--- src/rtl/slk_pkg.sv ---
package slk_pkg;

    typedef enum logic [2:0] {
        ST_OPEN      = 3'd0,
        ST_LOCKED    = 3'd1,
        ST_LD_LOCKED = 3'd2,
        ST_LD_OPEN   = 3'd3,
        ST_LD_FORCED = 3'd4
    } sect_state_e;

    typedef enum logic [1:0] {
        OP_NONE      = 2'b00,
        OP_SET_LOCK  = 2'b01,
        OP_CLR_LOCK  = 2'b10,
        OP_SET_LDOWN = 2'b11
    } lock_op_e;

endpackage

--- src/rtl/slk_wp_edge.sv ---
module slk_wp_edge (
    input  logic clk,
    input  logic rst_n,
    input  logic wp_i,
    output logic wp_fall_o,
    output logic wp_rise_o
);

    logic wp_q;

    always_ff @(posedge clk) begin
        if (!rst_n) wp_q <= 1'b0;
        else        wp_q <= wp_i;
    end

    always_comb begin
        wp_fall_o = wp_q & ~wp_i;
        wp_rise_o = ~wp_q & wp_i;
    end

endmodule

--- src/rtl/slk_cmd_decode.sv ---
module slk_cmd_decode #(
    parameter int NUM_SECT = 32,
    parameter int IDX_W    = 6
) (
    input  logic [1:0]          op_i,
    input  logic [IDX_W-1:0]    sect_i,
    output logic [NUM_SECT-1:0] hit_o,
    output logic                in_range_o
);

    localparam logic [31:0] NS32 = NUM_SECT;

    always_comb in_range_o = 32'(sect_i) < NS32;

    for (genvar gi = 0; gi < NUM_SECT; gi++) begin : g_hit
        assign hit_o[gi] = (op_i != 2'b00) && (sect_i == IDX_W'(gi));
    end

endmodule

--- src/rtl/slk_sector_cell.sv ---
module slk_sector_cell
    import slk_pkg::*;
(
    input  logic     clk,
    input  logic     rst_n,
    input  logic     hit_i,
    input  lock_op_e op_i,
    input  logic     wp_now_i,
    input  logic     wp_fall_i,
    input  logic     wp_rise_i,
    output logic     lock_o,
    output logic     ldown_o
);

    sect_state_e st_q, st_edge, st_d;

    always_ff @(posedge clk) begin
        if (!rst_n) st_q <= ST_LOCKED;
        else        st_q <= st_d;
    end

    always_comb begin
        st_edge = st_q;
        if (wp_fall_i && st_q == ST_LD_OPEN)   st_edge = ST_LD_FORCED;
        if (wp_rise_i && st_q == ST_LD_FORCED) st_edge = ST_LD_OPEN;
        st_d = st_edge;
        if (hit_i) begin
            unique case (op_i)
                OP_SET_LOCK: begin
                    unique case (st_edge)
                        ST_OPEN:                  st_d = ST_LOCKED;
                        ST_LD_OPEN, ST_LD_FORCED: st_d = ST_LD_LOCKED;
                        default:                  st_d = st_edge;
                    endcase
                end
                OP_SET_LDOWN: st_d = ST_LD_LOCKED;
                OP_CLR_LOCK: begin
                    unique case (st_edge)
                        ST_OPEN, ST_LOCKED: st_d = ST_OPEN;
                        default:            st_d = wp_now_i ? ST_LD_OPEN : st_edge;
                    endcase
                end
                default: st_d = st_edge;
            endcase
        end
    end

    always_comb begin
        lock_o  = 1'b0;
        ldown_o = 1'b0;
        unique case (st_q)
            ST_LOCKED:    lock_o = 1'b1;
            ST_LD_LOCKED: begin lock_o = 1'b1; ldown_o = 1'b1; end
            ST_LD_FORCED: begin lock_o = 1'b1; ldown_o = 1'b1; end
            ST_LD_OPEN:   ldown_o = 1'b1;
            default:      lock_o = 1'b0;
        endcase
    end

    a_r3_ldown_sets_both: assert property (@(posedge clk) disable iff (!rst_n)
        (hit_i && op_i == OP_SET_LDOWN) |=> (lock_o && ldown_o));

    a_r4_clear_blocked: assert property (@(posedge clk) disable iff (!rst_n)
        (hit_i && op_i == OP_CLR_LOCK && !wp_now_i && ldown_o) |=> (lock_o && ldown_o));

    a_r5_clear_overrides: assert property (@(posedge clk) disable iff (!rst_n)
        (hit_i && op_i == OP_CLR_LOCK && wp_now_i) |=> !lock_o);

    a_r7_fall_relocks: assert property (@(posedge clk) disable iff (!rst_n)
        (wp_fall_i && ldown_o) |=> lock_o);

    a_r9_ldown_sticky: assert property (@(posedge clk) disable iff (!rst_n)
        ldown_o |=> ldown_o);

endmodule

--- src/rtl/sector_lock_ctrl.sv ---
module sector_lock_ctrl
    import slk_pkg::*;
#(
    parameter int NUM_SECT = 32,
    parameter int IDX_W    = 6
) (
    input  logic             clk,
    input  logic             rst_n,
    input  logic             wp_level_i,
    input  logic [1:0]       cmd_op_i,
    input  logic [IDX_W-1:0] cmd_sect_i,
    input  logic             chk_req_i,
    input  logic [IDX_W-1:0] chk_sect_i,
    output logic             chk_abort_o,
    output logic             chk_allow_o,
    input  logic [IDX_W-1:0] qry_sect_i,
    output logic [1:0]       qry_cfg_o
);

    localparam int          SEL_W = (NUM_SECT > 1) ? $clog2(NUM_SECT) : 1;
    localparam logic [31:0] NS32  = NUM_SECT;

    logic [NUM_SECT-1:0] hit, lock_vec, ld_vec;
    logic                cmd_in_range, wp_fall, wp_rise;
    logic                chk_in_range, qry_in_range;
    lock_op_e            op;

    always_comb op = lock_op_e'(cmd_op_i);

    slk_wp_edge u_edge (
        .clk       (clk),
        .rst_n     (rst_n),
        .wp_i      (wp_level_i),
        .wp_fall_o (wp_fall),
        .wp_rise_o (wp_rise)
    );

    slk_cmd_decode #(.NUM_SECT(NUM_SECT), .IDX_W(IDX_W)) u_dec (
        .op_i       (cmd_op_i),
        .sect_i     (cmd_sect_i),
        .hit_o      (hit),
        .in_range_o (cmd_in_range)
    );

    for (genvar gs = 0; gs < NUM_SECT; gs++) begin : g_sect
        slk_sector_cell u_cell (
            .clk       (clk),
            .rst_n     (rst_n),
            .hit_i     (hit[gs]),
            .op_i      (op),
            .wp_now_i  (wp_level_i),
            .wp_fall_i (wp_fall),
            .wp_rise_i (wp_rise),
            .lock_o    (lock_vec[gs]),
            .ldown_o   (ld_vec[gs])
        );
    end

    always_comb begin
        chk_in_range = 32'(chk_sect_i) < NS32;
        qry_in_range = 32'(qry_sect_i) < NS32;
        chk_abort_o  = 1'b0;
        chk_allow_o  = 1'b0;
        if (chk_req_i) begin
            if (chk_in_range && !lock_vec[chk_sect_i[SEL_W-1:0]]) chk_allow_o = 1'b1;
            else                                                   chk_abort_o = 1'b1;
        end
        qry_cfg_o = 2'b00;
        if (qry_in_range)
            qry_cfg_o = {ld_vec[qry_sect_i[SEL_W-1:0]], lock_vec[qry_sect_i[SEL_W-1:0]]};
    end

    a_r12_oor_ignored: assert property (@(posedge clk) disable iff (!rst_n)
        (cmd_op_i != 2'b00 && !cmd_in_range && !wp_fall && !wp_rise)
        |=> (lock_vec == $past(lock_vec) && ld_vec == $past(ld_vec)));

    a_r10_excl_result: assert property (@(posedge clk) disable iff (!rst_n)
        !(chk_abort_o && chk_allow_o));

    a_r10_req_answered: assert property (@(posedge clk) disable iff (!rst_n)
        chk_req_i |-> (chk_abort_o || chk_allow_o));

endmodule

--- config.mk ---
export PLATFORM = sky130hd
export DESIGN_NAME = sector_lock_ctrl
export DESIGN_NICKNAME = d
export VERILOG_FILES = /design/src/rtl/slk_pkg.sv /design/src/rtl/slk_wp_edge.sv /design/src/rtl/slk_cmd_decode.sv /design/src/rtl/slk_sector_cell.sv /design/src/rtl/sector_lock_ctrl.sv
export SDC_FILE = /design/constraint.sdc
export NUM_CORES = 1
export LEC_CHECK = 0
export BUFFER_PORTS_ARGS = -buffer_cell sky130_fd_sc_hd__buf_4
export CORE_MARGIN = 2
export CORE_UTILIZATION = 30
export CTS_CLUSTER_SIZE = 12
export DETAILED_ROUTE_END_ITERATION = 10
export PLACE_DENSITY = 0.41
export SETUP_SLACK_MARGIN = 0.05
export SLEW_MARGIN = 20
export SYNTH_ARGS = -nofsm -noshare
export SYNTH_HDL_FRONTEND = slang
export SYNTH_SLANG_ARGS = --single-unit
export TNS_END_PERCENT = 10
--- constraint.sdc ---
create_clock -name clk -period 2.1 [get_ports clk]
set_input_delay 0.21 -clock clk [delete_from_list [all_inputs] [get_ports clk]]
set_output_delay 0.21 -clock clk [all_outputs]
set_load 0.02 [all_outputs]
# Word-level counts from Yosys, hierarchy flattened

Index checks and enable logic that the tools add are counted.

Logic and storage cells: 858
Bits in registers: 97
Bits of input ports: 24
Output and inout bits: 4

$lt $le $gt $ge: 4
Muxes and demuxes: 299
Bitwise gates (word level): 4
Equal/unequal tests: 258
Reduce and logical (&&, ||, !) cells: 260

Operators by type and width:

| kind               | number |
|---|---|
| $mux 3             | 160 |
| $eq 3x2->1 const B | 96 |
| $pmux 3 s3         | 32 |
| $eq 3x1->1 const B | 64 |
| $eq 3x3->1 const B | 64 |
| $pmux 3 s2         | 32 |
| $reduce_or 3->1    | 64 |
| $reduce_or 2->1    | 64 |
| $logic_and 1x1->1  | 97 |
| $eq 6x5->1 const B | 16 |
| $logic_not 3->1    | 32 |
| $mux 1             | 71 |
| $eq 6x4->1 const B | 8 |
| $eq 6x3->1 const B | 4 |
| $bmux 1 s5         | 3 |
| $eq 6x2->1 const B | 2 |
| $lt 5x6->1 const B | 2 |
| $lt 6x6->1 const B | 2 |
| $eq 6x1->1 const B | 1 |
| $logic_not 6->1    | 1 |
| $eq 2x2->1 const B | 2 |
| $and 1x1->1        | 2 |
| $eq 2x1->1 const B | 1 |
| $mux 2             | 1 |
| other kinds (3)    | 4 |

# Longest topological paths before layout

Gate-level depths: netlist of run 1.

Depth in word-level cells: 10
Depth in mapped cells: 10
Depth with buffers taken out: 6

# Modules after synthesis

From an unflattened synthesis of run 1, not the netlist that was laid out.

Cells, all modules: 1532
Area, all modules: 11856.4 um^2

By module, submodules not included:

| module           | times used | sequential area each (um^2) | area each (um^2) | cells each |
|---|---|---|---|---|
| slk_sector_cell  | 32         | 60.1                        | 330.3            | 44 |
| sector_lock_ctrl | 1          | 0.0                         | 870.8            | 66 |
| slk_cmd_decode   | 1          | 0.0                         | 376.6            | 54 |
| slk_wp_edge      | 1          | 20.0                        | 38.8             | 4 |

# Worst setup path after synthesis of run 1

OpenSTA, ideal clock, no wires.

Path kind: reg2out
From: register g_sect[21].u_cell.st_q[1]
To: output qry_cfg_o[0]
Required time: 1.890 ns
Path buffers: 0
Arrival: 2.190 ns
Stages on the path, launching flop included: 7
Slack: -0.300 ns
Cells stage by stage: dfxtp_1 -> or3b_1 -> o21a_1 -> mux4_2 -> nand3b_1 -> o21ai_1 -> o41ai_1

Word-level cells in the longest chain between the ends: 6
Elaborated cells between the ends (all ways): 8
Those cells by class: eq/ne: 3; mux: 4; reduce/logical: 1

RTL lines:

| item                               | line                   | RTL |
|---|---|---|
| start: declaration                 | slk_sector_cell.sv:15  | `sect_state_e st_q, st_edge, st_d;` |
| start signal: assignment           | slk_sector_cell.sv:19  | `else st_q <= st_d;` |
| $eq 3x1->1 (tied with other cells) | slk_sector_cell.sv:51  | `unique case (st_q)` |
| $reduce_or 3->1 (no source line) * | -                      |  |
| $mux 1 *                           | slk_sector_cell.sv:51  |  |
| $bmux 1 s5 *                       | sector_lock_ctrl.sv:70 | `qry_cfg_o = {ld_vec[qry_sect_i[SEL_W-1:0]], lock_vec[qry_sect_i[SEL_W-1:0]]};` |
| $mux 1 (not written as such) *     | sector_lock_ctrl.sv:70 |  |
| $mux 2 *                           | sector_lock_ctrl.sv:69 | `if (qry_in_range)` |
| end: declaration                   | sector_lock_ctrl.sv:17 | `output logic [1:0] qry_cfg_o` |

Every way passes the cells marked *; elsewhere a longest branch is shown, timed or not. The select of a mux whose other input is x is not followed.

# Worst setup path in the final report of run 1

From: register g_sect[25].u_cell.st_q[0]
To: output qry_cfg_o[0]

Word-level cells in the longest chain between the ends: 6
Elaborated cells between the ends (all ways): 8
Those cells by class: eq/ne: 3; mux: 4; reduce/logical: 1

RTL lines:

| item                               | line |
|---|---|
| start: declaration                 | slk_sector_cell.sv:15 |
| start signal: assignment           | slk_sector_cell.sv:19 |
| $eq 3x1->1 (tied with other cells) | slk_sector_cell.sv:51 |
| $reduce_or 3->1 (no source line) * | - |
| $mux 1 *                           | slk_sector_cell.sv:51 |
| $bmux 1 s5 *                       | sector_lock_ctrl.sv:70 |
| $mux 1 (not written as such) *     | sector_lock_ctrl.sv:70 |
| $mux 2 *                           | sector_lock_ctrl.sv:69 |

Marked as above.

==> impl_metrics.ini, run 1 <==
[route]
wl_mm = 45.3
via_count = 12758
viasPerCell = 5.78
drt_iter0_markers = 1359
ant_nets = 0
drc = 0
wl_per_cell_um = 20.5
first_pass_iters = 6

[power_and_ir_drop]
p_int_w = 0.00316
p_per_area_mw_per_mm2 = 373
p_clk_share_pct = 34.7
p_leak_nw = 4.78
switching_power_w = 0.00164
p_sw_share_pct = 34.3
power_frac_comb_pct = 26.1
irDropWorstVdd_mv = 0.436
pwr-share-seq_pct = 39.2

[place]
gp_congestion = 0.890
place_ws_ns = -0.250
placed_cell_area_sq_mm = 0.0125
dp_hpwl_mm = 31.8
numPortBuffers = 27

[setup_path]
critPathLaunchType = flop
cpMostUsedCell = o22ai_1
cp.arrival_ns = 2.51
crit_slowest_cell = or4_1
crit_required_ns = 1.89
slowest_delay_ns = 0.56
critPathKind = flop to output pin
path_cells = nand2b_1 -> o22ai_1 -> mux4_2 -> o22ai_1 -> or4_1 -> o41ai_4 -> buf_4
crit_path_max_fanout = 3
cp-end-kind = output pin

[sta]
finalSetupViolations = 4
relSlewSlack_pct = 55.4
finalCriticalPeriod_ns = 2.72
clock_skew_ns = 0.00680
period_share_pct = 129
fmax_mhz = 368
final-hold-violation-count = 0
max_slew.worst_pin.slew_ns = 0.668
worst_slack_ns = -0.615
drv_slew = 0
rsz0062_at_grt = true

[synth]
synthCells = 1633
synth_ff_type = dfxtp_1
ys_seq_elements = 97
seq_area_frac_synth_pct = 18.9
syn_area_sq_mm = 0.0103
synth_cell_type_count = 71
synth.net_count = 1657
synthArstFlopShare_pct = 0
yosysWarnings = 0
synth_edf_count = 0
postSynthAreaPerCell_sq_um = 6.29

[finish]
final_common_cell = buf_4
final_cell_area_sq_mm = 0.0129
layout-drive-gt1-share_pct = 20.5
layout.nets = 1781
antenna_cells = 0
layout_common_cells = buf_4, o21ai_0, a21oi_1, nor2_1, nand2_1
syn_to_final_growth_pct = 25.5

[run]
drv_cap = 0

[clock_tree]
htreeDepth = 3
clock-sinks = 97
postCtsSetupRepairBufs = 0
max-clock-path-buffers = 2
clockRootBuffer = clkbuf_16
path_clk_slew_ns = 0.08
numCtsBuffers = 9
clk_latency_ns = 0.38
cts_tree = built

[floorplanning]
num_rows = 67
coreArea_sq_mm = 0.0336
die_area_sq_mm = 0.0357
die_y_um = 189
ioPinCount = 28
die_w_um = 189
start_util_pct = 30.5

[global_route]
grt_pass1_wl_mm = 70.4
overflow = 0
grt_antenna_before_repair = 0
grt_pass1_vias = 11760
grt_usage_pct = 25.2
grt_max_degree = 45

[run_status]
status = finished with violations
violations = negative setup slack

[worst_hold_path]
min_path_type = primary input to flop
-- per-layer routing --
metal | up-vias | GRT usage (%) | part of all wire, %
met5 | - | 0 | 0
met4 | 0 | 7.63 | 2.3
met3 | 67 | 3.48 | 6.0
met2 | 477 | 40.3 | 46
met1 | 6010 | 35.2 | 46
li1 | 6204 | - | -
-- worst max-delay path, delay by kind of cell, from the launching register on --
kind                   cells  cell delay, ns
AOI/OAI and AO/OA          3            0.54
buffers and inverters      1            0.21
DFF                        1            0.33
and+or+nand+nor            2            0.71
muxes                      1            0.33
-- layout make-up --
type	count	area, sq um
repair buffers	307	2450
inverters	57	214
clock buffers	12	246
fillers	3569	20700
multi-input cells	1285	7460
flip-flops and latches	97	1950
well taps	448	561
clock inverters	1	5.00
-- power groups by stage --
stage	clock, W	combinational [W]	sequential [W]
after floorplan	0	0.000659	0.00191
after global placement	0	0.00123	0.00192
after detailed placement	0	0.00122	0.00192
after CTS	0.00172	0.00124	0.00188
after global routing	0.00177	0.00135	0.00188
final	0.00166	0.00125	0.00188
-- sequential cells by signal, summed over array words and instances (netlist names) --
| register | flops |
|---|---|
| u_edge.wp_q | 1 |
| g_sect.u_cell.st_q | 96 |
-- what timing repair did --
item | CTS | global route
setup endpoints to repair | 4 | 4
gates resized for setup | 15 | 10
hold buffers | 0 | 0
cloned | 0 | 0
pin swaps | 2 | 1
-- path summary, 6_finish.rpt --
kind	start	end	slack (ns)	cells after the start
worst max-delay path	g_sect[25].u_cell.st_q[0]$_SDFF_PN1_	qry_cfg_o[0]	-0.62	7
worst min-delay path	rst_n	g_sect[30].u_cell.st_q[0]$_SDFF_PN1_	0.14	2
worst max register to register	u_edge.wp_q$_SDFF_PN0_	g_sect[21].u_cell.st_q[0]$_SDFF_PN1_	0.21	8
worst min register to register	g_sect[14].u_cell.st_q[2]$_SDFF_PN0_	g_sect[14].u_cell.st_q[1]$_SDFF_PN0_	0.67	3
-- synth_stat cells, types with 29 or more instances --
cell type	number	share of area, %
a21oi_1	180	8.8
a31oi_1	61	3.7
buf_2	45	2.2
clkbuf_1	144	5.3
dfxtp_1	97	19
inv_1	54	2.0
nand2_1	142	5.2
nand2b_1	44	2.7
nor2_1	149	5.4
nor3_1	29	1.4
o21ai_0	199	9.7
o21ai_1	57	2.8
o22ai_1	55	3.4
-- cells by family after synthesis --
family                    count (synthesis)  share of synthesized area, %
AOI/OAI and AO/OA                       743                          43.7
and+or+nand+nor                         500                          23.4
buffers and inverters                   251                          9.73
DFF                                      97                          18.9
xor gates and xnor gates                 33                          2.82
muxes                                     9                          1.50
-- stage by stage --
stage	total power (W)	util (%)	hold slack [ns]	instances	setup TNS, ns
2_1_floorplan	0.00257	-	0.505	1633	0
3_3_place_gp	0.00315	37.3	0.538	2194	-0.803
3_5_place_dp	0.00315	37.3	0.536	2194	-0.884
4_1_cts	0.00484	38.2	0.133	2207	-1.96
5_1_grt	0.00501	38.3	0.151	2207	-2.46
6_report	0.00480	38.3	0.143	2207	-1.96
No activity file was read; power rests on OpenSTA's default activity.
==> run 2, diff against run 1 <==
==> constraint.sdc (replaced) <==
create_clock -name clk -period 2.1 [get_ports clk]
set_input_delay 0.63 -clock clk [delete_from_list [all_inputs] [get_ports clk]]
set_output_delay 0.63 -clock clk [all_outputs]
set_load 0.02 [all_outputs]
==> run 2 against run 1 <==
Net effect:
- the run still ends with negative setup slack left
- sequential power about the same
- core utilization up 3.0 points
- via count up 2.9%
- cell count up 4.4%
- first-iteration DRC count down 18%
- final area up 7.9%
- critical path type unchanged
- critical endpoint unchanged
- largest power group unchanged
==> impl_metrics.ini, run 2 (synthesized netlist as in run 1, its figures left out) <==
[run_status]
status = finished with violations
violations = negative setup slack

[finish]
layout_common_cells = buf_4, o21ai_0, a21oi_1, nor2_1, nand2_1
layout.nets = 1875
stdcell_count = 2304
syn_to_final_growth_pct = 35.3
top_register = g_sect.u_cell.st_q
largest_register_ffs = 96
layout-drive-gt1-share_pct = 26.3
final_common_cell = buf_4
postLayoutCoreUtil_pct = 41.3
reg_top3 = g_sect.u_cell.st_q: 96 flops, u_edge.wp_q: 1 flops
antenna_cells = 0

[worst_hold_path]
min_path_type = flop to flop

[sta]
final-hold-violation-count = 0
relSlewSlack_pct = 51.3
drv_slew = 0
finalSetupViolations = 4
period_share_pct = 146
clock_skew_ns = 0.00854
rsz0062_at_grt = true
worst_slack_ns = -0.965
finalCriticalPeriod_ns = 3.06
fmax_mhz = 326
max_slew.worst_pin.slew_ns = 0.730

[floorplanning]
ioPinCount = 28
die_area_sq_mm = 0.0357
coreArea_sq_mm = 0.0336
num_rows = 67
die_y_um = 189
die_w_um = 189
start_util_pct = 30.5

[setup_path]
cp-end-kind = output pin
critPathKind = flop to output pin
crit_required_ns = 1.47
critPathLaunchType = flop
crit_path_max_fanout = 3
cp.arrival_ns = 2.43

[global_route]
grt_antenna_before_repair = 0
grtUsageMet1_pct = 35.5
grt_pass1_vias = 11964
overflow = 0
grt_max_degree = 45
grt_usage_pct = 25.8
top_usage_layer = met2
gr-usage-met2_pct = 40.5
grt_pass1_wl_mm = 71.1
gr-usage-met3_pct = 4.02

[clock_tree]
cts_tree = built
max-clock-path-buffers = 2
clockRootBuffer = clkbuf_16
path_clk_slew_ns = 0.08
holdBufCountCts = 0
htreeDepth = 3
numCtsBuffers = 9
clk_latency_ns = 0.38
clock-sinks = 97

[route]
wl_mm = 46.5
drc = 0
drt_iter0_markers = 1111
first_pass_iters = 5
via_count = 13130
viasPerCell = 5.70
ant_nets = 0
wl_per_cell_um = 20.2

[run]
drv_cap = 0

[place]
numPortBuffers = 27
placedCellCount = 2284
dp_hpwl_mm = 34.1
gp_congestion = 0.939

[power_and_ir_drop]
p_per_area_mw_per_mm2 = 362
p_leak_nw = 5.32
irDropWorstVdd_mv = 0.410
run 2: cell types whose count changed in the layout (fill, tap and decap cells not counted), moves of 3 or more:
cell     before  now
dfxtp_1      94   89
buf_4       295  380
or3b_1        9    4
o21ai_1      57   52
o22ai_1      53   50
buf_12       11   20
dfxtp_2       3    8
or3b_4        3    8
run 2: worst paths after layout:
| kind | cells after the start | from | slack (ns) | endpoint |
|---|---|---|---|---|
| max | 8 | g_sect[26].u_cell.st_q[1]$_SDFF_PN0_ | -0.96 | qry_cfg_o[0] |
| min | 3 | g_sect[30].u_cell.st_q[2]$_SDFF_PN0_ | 0.67 | g_sect[30].u_cell.st_q[1]$_SDFF_PN0_ |
| max reg2reg | 6 | u_edge.wp_q$_SDFF_PN0_ | 0.34 | g_sect[27].u_cell.st_q[2]$_SDFF_PN0_ |
| min reg2reg | 3 | g_sect[30].u_cell.st_q[2]$_SDFF_PN0_ | 0.67 | g_sect[30].u_cell.st_q[1]$_SDFF_PN0_ |
run 2: layout make-up:
| cell class | count | area [sq um] |
|---|---|---|
| multi-input combinational | 1285 | 7600 |
| sequential | 97 | 1950 |
| clock buffer | 12 | 267 |
| tap | 448 | 561 |
| timing repair buffer | 401 | 3260 |
| inverter | 57 | 216 |
| clock inverter | 4 | 26.3 |
| fill | 3533 | 19700 |
run 2: per-stage QoR:
stage	power (W)	area [sq um]	setup slack [ns]	hold slack [ns]	setup TNS (ns)
detailed placement	0.00323	13300	-0.918	0.654	-7.65
CTS	0.00505	13800	-0.961	0.663	-3.64
global route	0.00522	13900	-0.997	0.683	-3.85
finish	0.00503	13900	-0.965	0.670	-3.62
global placement	0.00323	13300	-0.889	0.650	-7.22
floorplan	0.00258	10300	-0.482	0.531	-1.77
run 2: layer usage:
layer,vias to the layer above,routed length [um]
li1,6389,-
met1,6223,21400
met2,444,20800
met3,74,2940
met4,0,1380
met5,-,0
run 2: repair_timing:
action                     CTS  global route
buffers inserted             3             1
setup endpoints to repair    4             4
pin swaps                    7             4
gates resized for setup     36            18
run 2: worst max-delay path, cell delays in order, from the launching register on:
cell	delay, ns
dfxtp_2	0.34
buf_4	0.13
xnor2_1	0.15
o21ai_4	0.24
mux4_2	0.30
o22ai_1	0.08
or4_4	0.53
o41ai_4	0.08
buf_4	0.21
run 2: power by group:
| part | internal, W | leakage [nW] | switching, W | total, W |
|---|---|---|---|---|
| Combinational | 0.000554 | 4.40 | 0.000799 | 0.00135 |
| Clock | 0.000904 | 0.145 | 0.000896 | 0.00180 |
| Sequential | 0.00186 | 0.785 | 0.0000209 | 0.00188 |
| Total | 0.00332 | 5.32 | 0.00172 | 0.00503 |
